[config.mk]
export PLATFORM = sky130hd
export DESIGN_NAME = acc_alu
export DESIGN_NICKNAME = d
export VERILOG_FILES = /design/src/rtl/acc_alu_pkg.sv /design/src/rtl/acc_alu_ctrl.sv /design/src/rtl/acc_alu_dp.sv /design/src/rtl/acc_alu.sv
export SDC_FILE = /design/constraint.sdc
export NUM_CORES = 1
export LEC_CHECK = 0
export ABC_AREA = 1
export BUFFER_PORTS_ARGS = -buffer_cell sky130_fd_sc_hd__buf_2
export CELL_PAD_IN_SITES_DETAIL_PLACEMENT = 0
export CELL_PAD_IN_SITES_GLOBAL_PLACEMENT = 1
export CORE_MARGIN = 4
export CORE_UTILIZATION = 42
export DETAILED_ROUTE_END_ITERATION = 10
export HOLD_SLACK_MARGIN = 0.02
export PLACE_DENSITY = 0.86
export SYNTH_ARGS = -nofsm -noshare
export SYNTH_HDL_FRONTEND = slang
export SYNTH_SLANG_ARGS = --single-unit
[constraint.sdc]
create_clock -name clk -period 8 [get_ports clk]
set_clock_uncertainty 0.15 [all_clocks]
set_input_delay 2 -clock clk [delete_from_list [all_inputs] [get_ports clk]]
set_output_delay 2 -clock clk [all_outputs]
set_load 0.05 [all_outputs]
[src/rtl/acc_alu_pkg.sv]
package acc_alu_pkg;

  localparam int OP_W = 5;

  typedef enum logic [OP_W-1:0] {
    OP_ADD   = 5'h00,
    OP_ADC   = 5'h01,
    OP_SBM   = 5'h02,
    OP_SBMB  = 5'h03,
    OP_SBA   = 5'h04,
    OP_SBAB  = 5'h05,
    OP_DADD  = 5'h08,
    OP_DADC  = 5'h09,
    OP_DSBM  = 5'h0A,
    OP_DSBMB = 5'h0B,
    OP_DSBA  = 5'h0C,
    OP_DSBAB = 5'h0D,
    OP_OR    = 5'h10,
    OP_AND   = 5'h11,
    OP_XOR   = 5'h12,
    OP_SHR   = 5'h14,
    OP_SHL   = 5'h15
  } aluOp_e;

  typedef enum logic [1:0] {
    LG_OR  = 2'd0,
    LG_AND = 2'd1,
    LG_XOR = 2'd2
  } logicSel_e;

  typedef struct packed {
    logic      writeAcc;
    logic      writeFlag;
    logic      doArith;
    logic      doDecimal;
    logic      doSub;
    logic      accFirst;
    logic      useFlag;
    logic      doLogic;
    logicSel_e logicSel;
    logic      doShift;
    logic      shiftLeft;
  } aluStrobe_t;

endpackage

[src/rtl/acc_alu_ctrl.sv]
module acc_alu_ctrl
  import acc_alu_pkg::*;
(
  input  logic [OP_W-1:0] opCode,
  output aluStrobe_t      strb
);

  always_comb begin
    strb = '0;
    strb.logicSel = LG_OR;
    case (opCode)
      OP_ADD, OP_ADC, OP_SBM, OP_SBMB, OP_SBA, OP_SBAB,
      OP_DADD, OP_DADC, OP_DSBM, OP_DSBMB, OP_DSBA, OP_DSBAB: begin
        strb.doArith   = 1'b1;
        strb.doDecimal = opCode[3];
        strb.useFlag   = opCode[0];
        strb.doSub     = (opCode[2:1] != 2'b00);
        strb.accFirst  = opCode[2];
      end
      OP_OR: begin
        strb.doLogic  = 1'b1;
        strb.logicSel = LG_OR;
      end
      OP_AND: begin
        strb.doLogic  = 1'b1;
        strb.logicSel = LG_AND;
      end
      OP_XOR: begin
        strb.doLogic  = 1'b1;
        strb.logicSel = LG_XOR;
      end
      OP_SHR: strb.doShift = 1'b1;
      OP_SHL: begin
        strb.doShift   = 1'b1;
        strb.shiftLeft = 1'b1;
      end
      default: ;
    endcase
    strb.writeAcc  = strb.doArith | strb.doLogic | strb.doShift;
    strb.writeFlag = strb.doArith | strb.doShift;
  end

endmodule

[src/rtl/acc_alu_dp.sv]
module acc_alu_dp
  import acc_alu_pkg::*;
#(
  parameter int DATA_W = 8
) (
  input  logic              clk,
  input  logic              rstN,
  input  logic              load,
  input  aluStrobe_t        strb,
  input  logic [DATA_W-1:0] accIn,
  input  logic [DATA_W-1:0] memIn,
  input  logic              flagIn,
  output logic [DATA_W-1:0] accOut,
  output logic              flagOut
);

  localparam int DIGITS = DATA_W / 4;

  // operand order: x is the minuend for subtraction
  logic [DATA_W-1:0] opX, opY;
  always_comb begin
    if (strb.doSub && !strb.accFirst) begin
      opX = memIn;
      opY = accIn;
    end else begin
      opX = accIn;
      opY = memIn;
    end
  end

  // binary path: subtraction as x + ~y + carry, carry = no-borrow
  logic              binCin;
  logic [DATA_W-1:0] binY;
  logic [DATA_W:0]   binSum;
  always_comb begin
    binCin = strb.useFlag ? flagIn : strb.doSub;
    binY   = strb.doSub ? ~opY : opY;
    binSum = {1'b0, opX} + {1'b0, binY} + {{DATA_W{1'b0}}, binCin};
  end

  // decimal path: ripple of per-digit correctors, chain carries carry or borrow
  logic [DIGITS:0]   decChain;
  logic [DATA_W-1:0] decRes;
  assign decChain[0] = strb.useFlag ? (strb.doSub ? ~flagIn : flagIn) : 1'b0;

  for (genvar g = 0; g < DIGITS; g++) begin : gDigit
    logic [3:0] xd, yd, digOut;
    logic [4:0] raw;
    logic       digCo;
    assign xd = opX[4*g +: 4];
    assign yd = opY[4*g +: 4];
    always_comb begin
      if (strb.doSub) begin
        raw = {1'b0, xd} - {1'b0, yd} - {4'b0, decChain[g]};
        if (raw[4]) begin
          digOut = raw[3:0] - 4'd6;
          digCo  = 1'b1;
        end else begin
          digOut = raw[3:0];
          digCo  = 1'b0;
        end
      end else begin
        raw = {1'b0, xd} + {1'b0, yd} + {4'b0, decChain[g]};
        if (raw > 5'd9) begin
          digOut = raw[3:0] + 4'd6;
          digCo  = 1'b1;
        end else begin
          digOut = raw[3:0];
          digCo  = 1'b0;
        end
      end
    end
    assign decRes[4*g +: 4] = digOut;
    assign decChain[g+1]    = digCo;
  end

  logic decFlag;
  assign decFlag = strb.doSub ? ~decChain[DIGITS] : decChain[DIGITS];

  // logic and shift
  logic [DATA_W-1:0] logicRes;
  always_comb begin
    case (strb.logicSel)
      LG_AND:  logicRes = accIn & memIn;
      LG_XOR:  logicRes = accIn ^ memIn;
      default: logicRes = accIn | memIn;
    endcase
  end

  logic [DATA_W-1:0] shiftRes;
  logic              shiftFlag;
  always_comb begin
    if (strb.shiftLeft) begin
      shiftRes  = {accIn[DATA_W-2:0], 1'b0};
      shiftFlag = accIn[DATA_W-1];
    end else begin
      shiftRes  = {1'b0, accIn[DATA_W-1:1]};
      shiftFlag = accIn[0];
    end
  end

  // result select
  logic [DATA_W-1:0] nextAcc;
  logic              nextFlag;
  always_comb begin
    nextAcc  = logicRes;
    nextFlag = flagOut;
    if (strb.doArith) begin
      nextAcc  = strb.doDecimal ? decRes : binSum[DATA_W-1:0];
      nextFlag = strb.doDecimal ? decFlag : binSum[DATA_W];
    end else if (strb.doShift) begin
      nextAcc  = shiftRes;
      nextFlag = shiftFlag;
    end
  end

  always_ff @(posedge clk) begin
    if (!rstN) begin
      accOut  <= '0;
      flagOut <= 1'b0;
    end else if (load) begin
      if (strb.writeAcc)  accOut  <= nextAcc;
      if (strb.writeFlag) flagOut <= nextFlag;
    end
  end

  AST_HOLD_NO_LOAD: assert property (@(posedge clk) disable iff (!rstN)
    !load |=> ($stable(accOut) && $stable(flagOut)));
  AST_LOGIC_KEEPS_FLAG: assert property (@(posedge clk) disable iff (!rstN)
    (load && strb.doLogic) |=> $stable(flagOut));
  AST_SHR_FLAG: assert property (@(posedge clk) disable iff (!rstN)
    (load && strb.doShift && !strb.shiftLeft) |=> (flagOut == $past(accIn[0]) && !accOut[DATA_W-1]));
  AST_SHL_FLAG: assert property (@(posedge clk) disable iff (!rstN)
    (load && strb.doShift && strb.shiftLeft) |=> (flagOut == $past(accIn[DATA_W-1]) && !accOut[0]));
  AST_UNUSED_CODE_HOLD: assert property (@(posedge clk) disable iff (!rstN)
    (load && !strb.writeAcc) |=> ($stable(accOut) && $stable(flagOut)));

endmodule

[src/rtl/acc_alu.sv]
module acc_alu
  import acc_alu_pkg::*;
#(
  parameter int DATA_W = 8
) (
  input  logic              clk,
  input  logic              rstN,
  input  logic              load,
  input  logic [OP_W-1:0]   opCode,
  input  logic [DATA_W-1:0] accIn,
  input  logic [DATA_W-1:0] memIn,
  input  logic              flagIn,
  output logic [DATA_W-1:0] accOut,
  output logic              flagOut
);

  aluStrobe_t strb;

  acc_alu_ctrl ctrl_i (
    .opCode (opCode),
    .strb   (strb)
  );

  acc_alu_dp #(.DATA_W(DATA_W)) dp_i (
    .clk     (clk),
    .rstN    (rstN),
    .load    (load),
    .strb    (strb),
    .accIn   (accIn),
    .memIn   (memIn),
    .flagIn  (flagIn),
    .accOut  (accOut),
    .flagOut (flagOut)
  );

endmodule

==> impl_metrics.json, run 1 <==
{
  "outcome": "finished clean",
  "dp_hpwl_mm": 6.423,
  "slowest_delay_ps": 430,
  "setup_tns_ps": 0,
  "final_layout_size_suffix_gt1_share_pct": 13.45,
  "crit_end": "dp_i.accOut[7]",
  "ys_dominant_reg_cell": "dfxtp_1",
  "synth_cell_type_count": 43,
  "ioPinCount": 34,
  "relSlewSlack_pct": 63.34,
  "track_usage_pct": 19.97,
  "hold_class": "reg -> reg",
  "core_region_area_mm2": 0.006061,
  "hold_buffers": 0,
  "drt-initial-drc-count": 199,
  "hold_start": "dp_i.flagOut",
  "path_class": "in -> reg",
  "cts_root_buf": "clkbuf_8",
  "vias_per_cell": 5.302,
  "min_period_over_period_pct": 87.58,
  "vdd_drop_max_mv": 0.1011,
  "start_util_pct": 44.32,
  "reg2reg_from": "dp_i.accOut[7]",
  "final_common_cell": "nand2_1",
  "most-common-layout-cells": "nand2_1, inv_1, o21ai_0",
  "grt_overflow": 0,
  "arrival_ps": 6980,
  "drt_pre_antenna_iters": 5,
  "cp-start-kind": "input pin",
  "num_antenna_cells": 0,
  "die-width_um": 87.98,
  "clock.fmax_mhz": 142.7,
  "syn_inst": 432,
  "rows": 28,
  "grt_pass1_vias": 2572,
  "netlist_area_mm2": 0.002686,
  "cp_max_fo": 10,
  "placed_area_mm2": 0.002893,
  "ant_nets": 0,
  "wl_per_cell_um": 13.99,
  "holdWs_ps": 306.3,
  "maxCapViolCount": 0,
  "gp_congestion": 0.9081,
  "worstReg2RegEnd": "dp_i.accOut[7]",
  "min_period_ps": 7007,
  "cts_setup_buffers": 0,
  "synth-async-reset-ratio_pct": 0,
  "cpMostUsedCell": "nand2_1",
  "vias": 2842,
  "postSynthAreaPerCell_um2": 6.218,
  "synth-edff-count": 0,
  "crit_start": "opCode[1]",
  "synth_top_area_share_pct": 16.30,
  "cts_buffers": 3,
  "syn-num-nets": 502,
  "end_kind": "flip-flop",
  "r2r_slack_ps": 7140,
  "port_buffers": 33,
  "cts_tree": "yes",
  "final_cell_area_mm2": 0.002938,
  "clk_latency_ps": 220,
  "synth_seq_cells": 9,
  "wirelength_mm": 7.499,
  "post_cts_resized": 0,
  "ys_seq_area_share_pct": 6.707,
  "nets": 532,
  "area_delta_synth_final_pct": 9.362,
  "power_density_mw_per_mm2": 122.3,
  "worst_slew_pin_slew_ps": 544.1,
  "clk_pin_slew_worst_paths_ps": 40,
  "rsz0062_at_grt": "no",
  "synth_area_leader_cell": "ha_1",
  "cts_buffer_depth": 2,
  "crit_slowest_cell": "fa_1",
  "fill_cells": 659,
  "finalSetupViolations": 0,
  "finalMaxSlewViolations": 0,
  "synth_area_leaders": "ha_1, nand2_1, inv_1, o21ai_0, fa_1",
  "cts_sinks": 9,
  "die-area_mm2": 0.007740,
  "ff2ff_path_depth": 4,
  "cp.required_ps": 7980,
  "synth_warnings": 0,
  "grt_start_max_net_pins": 27,
  "post-route-drc-count": 0,
  "grt_pass1_wl_mm": 12.29,
  "hold_viol_final": 0,
  "total_leakage_power_nw": 1.576,
  "die_y_um": 87.98,
  "cts_max_level": 1,
  "antenna_found_initial": 0
}
[power by group]
part / switching [W] / total (W) / internal, W
Clock: 0.0000161 / 0.0000506 / 0.0000346
Combinational: 0.000165 / 0.000258 / 0.0000927
Sequential: 0.00000160 / 0.0000506 / 0.0000490
[stage by stage]
stage               utilization [%]  setup WS [ps]  instances  total power, W
floorplan                         -           1568        432       0.0002469
global placement              47.73          926.1        532       0.0003038
detailed placement            47.73          859.9        532       0.0003063
CTS                           48.47           1092        536       0.0003590
global route                  48.47          705.1        536       0.0004019
finish                        48.47          993.3        536       0.0003593
[registers in the layout, indices dropped and copies added (netlist names)]
signal and flops:
dp_i.flagOut 1, dp_i.accOut 8
[critical path: cells and delay by family]
family          cells  cell delay, ps
simple gates       14            1510
xor+xnor            2             550
buf+inv             3             270
fa+ha+maj           6            1980
compound gates      3             660
[Yosys cell counts, types with 4 or more instances]
cell type and instances:
dfxtp_1 9, xor2_1 10, nor2_1 15, nand4_1 6, o21ai_0 45, ha_1 35
fa_1 10, inv_1 66, nand3b_1 4, nand3_1 35, o211ai_1 6, a21oi_1 32
nand2_2 10, nand2_1 99, inv_2 5
[worst min-delay path by stage]
stage                   endpoint  slack [ps]  cells past startpoint
floorplan           dp_i.flagOut         530                      2
global placement    dp_i.flagOut         300                      2
detailed placement  dp_i.flagOut         300                      2
CTS                 dp_i.flagOut         310                      2
global route        dp_i.flagOut         340                      2
finish              dp_i.flagOut         310                      2
[kinds of logic (layout without fill, tap and decap cells)]
logic type / after synthesis / count (layout) / share of synthesized area (%)
AND/OR/NAND/NOR: 177 / 177 / 29.76
adder cells (fa/ha/maj): 45 / 45 / 23.75
flip-flops: 9 / 9 / 6.707
buffers and inverters: 80 / 109 / 12.02
AO/OA/AOI/OAI: 109 / 109 / 23.85
XOR/XNOR: 12 / 12 / 3.912
[routing by layer]
metal	up-vias	GRT usage, %	routed length (um)
met5	-	0	0
met4	0	3.347	62
met3	6	0.9407	502
met2	98	30.62	3152
met1	1236	31.03	3782
li1	1502	-	-
[area by class of cell]
| class | count | area [um2] | area share (%) |
|---|---|---|---|
| clock buffers | 4 | 45.04 | 1.533 |
| well taps | 75 | 93.84 | 3.194 |
| inverters | 72 | 270.3 | 9.199 |
| multi-input cells | 343 | 2183 | 74.32 |
| repair buffers | 33 | 165.2 | 5.622 |
| flip-flops and latches | 9 | 180.2 | 6.133 |
(Power assumes the default switching activity.)
==> run 2: changes to the inputs <==
--- a/config.mk
+++ b/config.mk
@@ -14,6 +14,8 @@
 export DETAILED_ROUTE_END_ITERATION = 10
 export HOLD_SLACK_MARGIN = 0.02
 export PLACE_DENSITY = 0.86
+export RECOVER_POWER = 50
+export SKIP_LAST_GASP = 1
 export SYNTH_ARGS = -nofsm -noshare
 export SYNTH_HDL_FRONTEND = slang
 export SYNTH_SLANG_ARGS = --single-unit
==> impl_metrics.json, run 2 (synthesis gave the netlist of run 1 again) <==
{
  "slowest_delay_ps": 430,
  "total_leakage_power_nw": 1.541,
  "top_register": "dp_i.accOut",
  "crit_start": "opCode[1]",
  "grt_pass1_wl_mm": 12.29,
  "ioPinCount": 34,
  "fin_ws_ps": 1001,
  "rsz0062_at_grt": "no",
  "ant_nets": 0,
  "post-place-ws_ps": 859.9,
  "cts_setup_buffers": 0,
  "cts_buffer_depth": 2,
  "core_region_area_mm2": 0.006061,
  "final_common_cell": "nand2_1",
  "cts_max_level": 1,
  "most-common-layout-cells": "nand2_1, inv_1, o21ai_0",
  "final_layout_size_suffix_gt1_share_pct": 11.50,
  "vias": 2864,
  "vdd_drop_max_mv": 0.1000,
  "drt-initial-drc-count": 199,
  "hold_start": "dp_i.flagOut",
  "clock.fmax_mhz": 142.9,
  "grt_pass1_vias": 2572,
  "outcome": "finished clean",
  "path_buf_inv": 2,
  "crit_family": "adder cells",
  "cpMostUsedCell": "nand2_1",
  "path_class": "in -> reg",
  "drt_pre_antenna_iters": 5,
  "wirelength_mm": 7.568,
  "die-width_um": 87.98,
  "grt_overflow": 0,
  "hold_class": "reg -> reg",
  "die-area_mm2": 0.007740,
  "fill_cells": 666,
  "area_delta_synth_final_pct": 8.943,
  "cts_root_buf": "clkbuf_8",
  "worst_slew_pin_slew_ps": 599.8,
  "arrival_ps": 7010,
  "start_util_pct": 44.32,
  "port_buffers": 33,
  "cts_tree": "yes",
  "largest_register_ffs": 8,
  "cts_buffers": 3,
  "finalSetupViolations": 0,
  "hold_buffers": 0,
  "dp_hpwl_mm": 6.423,
  "wl_per_cell_um": 14.12,
  "nets": 532,
  "maxCapViolCount": 0,
  "crit_slowest_cell": "fa_1",
  "final-seq-area_um2": 180.2,
  "clk_latency_ps": 220,
  "reg2reg_from": "dp_i.accOut[7]",
  "cp-start-kind": "input pin",
  "end_kind": "flip-flop",
  "min_period_over_period_pct": 87.49,
  "hold_viol_final": 0,
  "post-route-drc-count": 0,
  "cp.required_ps": 8010,
  "clk_pin_slew_worst_paths_ps": 40,
  "track_usage_pct": 19.97,
  "relSlewSlack_pct": 60.19,
  "die_y_um": 87.98,
  "reg.largest.list": "dp_i.accOut: 8 flops, dp_i.flagOut: 1 flops",
  "vias_per_cell": 5.343,
  "setup_tns_ps": 0,
  "cp_max_fo": 10,
  "finalMaxSlewViolations": 0,
  "antenna_found_initial": 0,
  "num_antenna_cells": 0,
  "grt_start_max_net_pins": 27,
  "cts_sinks": 9,
  "gp_congestion": 0.9081,
  "multiInputGateArea_mm2": 0.002183,
  "min_period_ps": 6999,
  "post_cts_resized": 0,
  "power_density_mw_per_mm2": 122.6,
  "rows": 28
}
run 2: changes by cell type in the layout (fill, tap and decap cells not counted), sizes merged:
cell    change
buf         -9
clkbuf      +9
run 2: final timing paths:
path | endpoint | slack [ps] | cells past startpoint
setup / recovery | dp_i.flagOut | 1000 | 25
hold / removal | dp_i.flagOut | 310 | 2
setup reg to reg | dp_i.accOut[7] | 7140 | 4
hold reg to reg | dp_i.flagOut | 310 | 2
run 2: power breakdown:
group / total (W) / internal (W) / switching [W]
clock network: 0.0000508 / 0.0000346 / 0.0000162
logic: 0.000257 / 0.0000917 / 0.000166
registers: 0.0000507 / 0.0000490 / 0.00000171
total: 0.000359 / 0.000175 / 0.000184
run 2: per-layer routing:
| metal | track usage [%] | wire length (um) | share of wire (%) | up-vias |
|---|---|---|---|---|
| li1 | - | - | - | 1500 |
| met1 | 31.03 | 3844 | 51 | 1259 |
| met2 | 30.62 | 3172 | 42 | 97 |
| met3 | 0.9407 | 489 | 6.5 | 8 |
| met4 | 3.347 | 61 | 0.81 | 0 |
| met5 | 0 | 0 | 0 | - |
run 2: area by class of cell:
type	instances	share of cell area, %
clock buffer	4	1.539
inverter	72	9.235
timing repair buffer	33	5.259
tap	75	3.206
multi-input combinational	343	74.60
sequential	9	6.156
run 2: stage by stage:
stage          util, %  total power [W]  area (um2)  hold WS, ps  cells
5_1_grt          48.29        0.0004010        2927        346.7    536
3_5_place_dp     47.73        0.0003063        2893        302.5    532
3_3_place_gp     47.73        0.0003038        2893        297.8    532
2_1_floorplan        -        0.0002469        2686        533.3    432
6_report         48.29        0.0003589        2927        308.2    536
4_1_cts          48.47        0.0003590        2938        309.6    536
run 2: tightest hold or removal path, delay by kind of cell, from the launching register on:
kind / cells / cell delay (ps)
and+or+nand+nor: 1 / 60
AOI/OAI and AO/OA: 1 / 50
DFF: 1 / 300
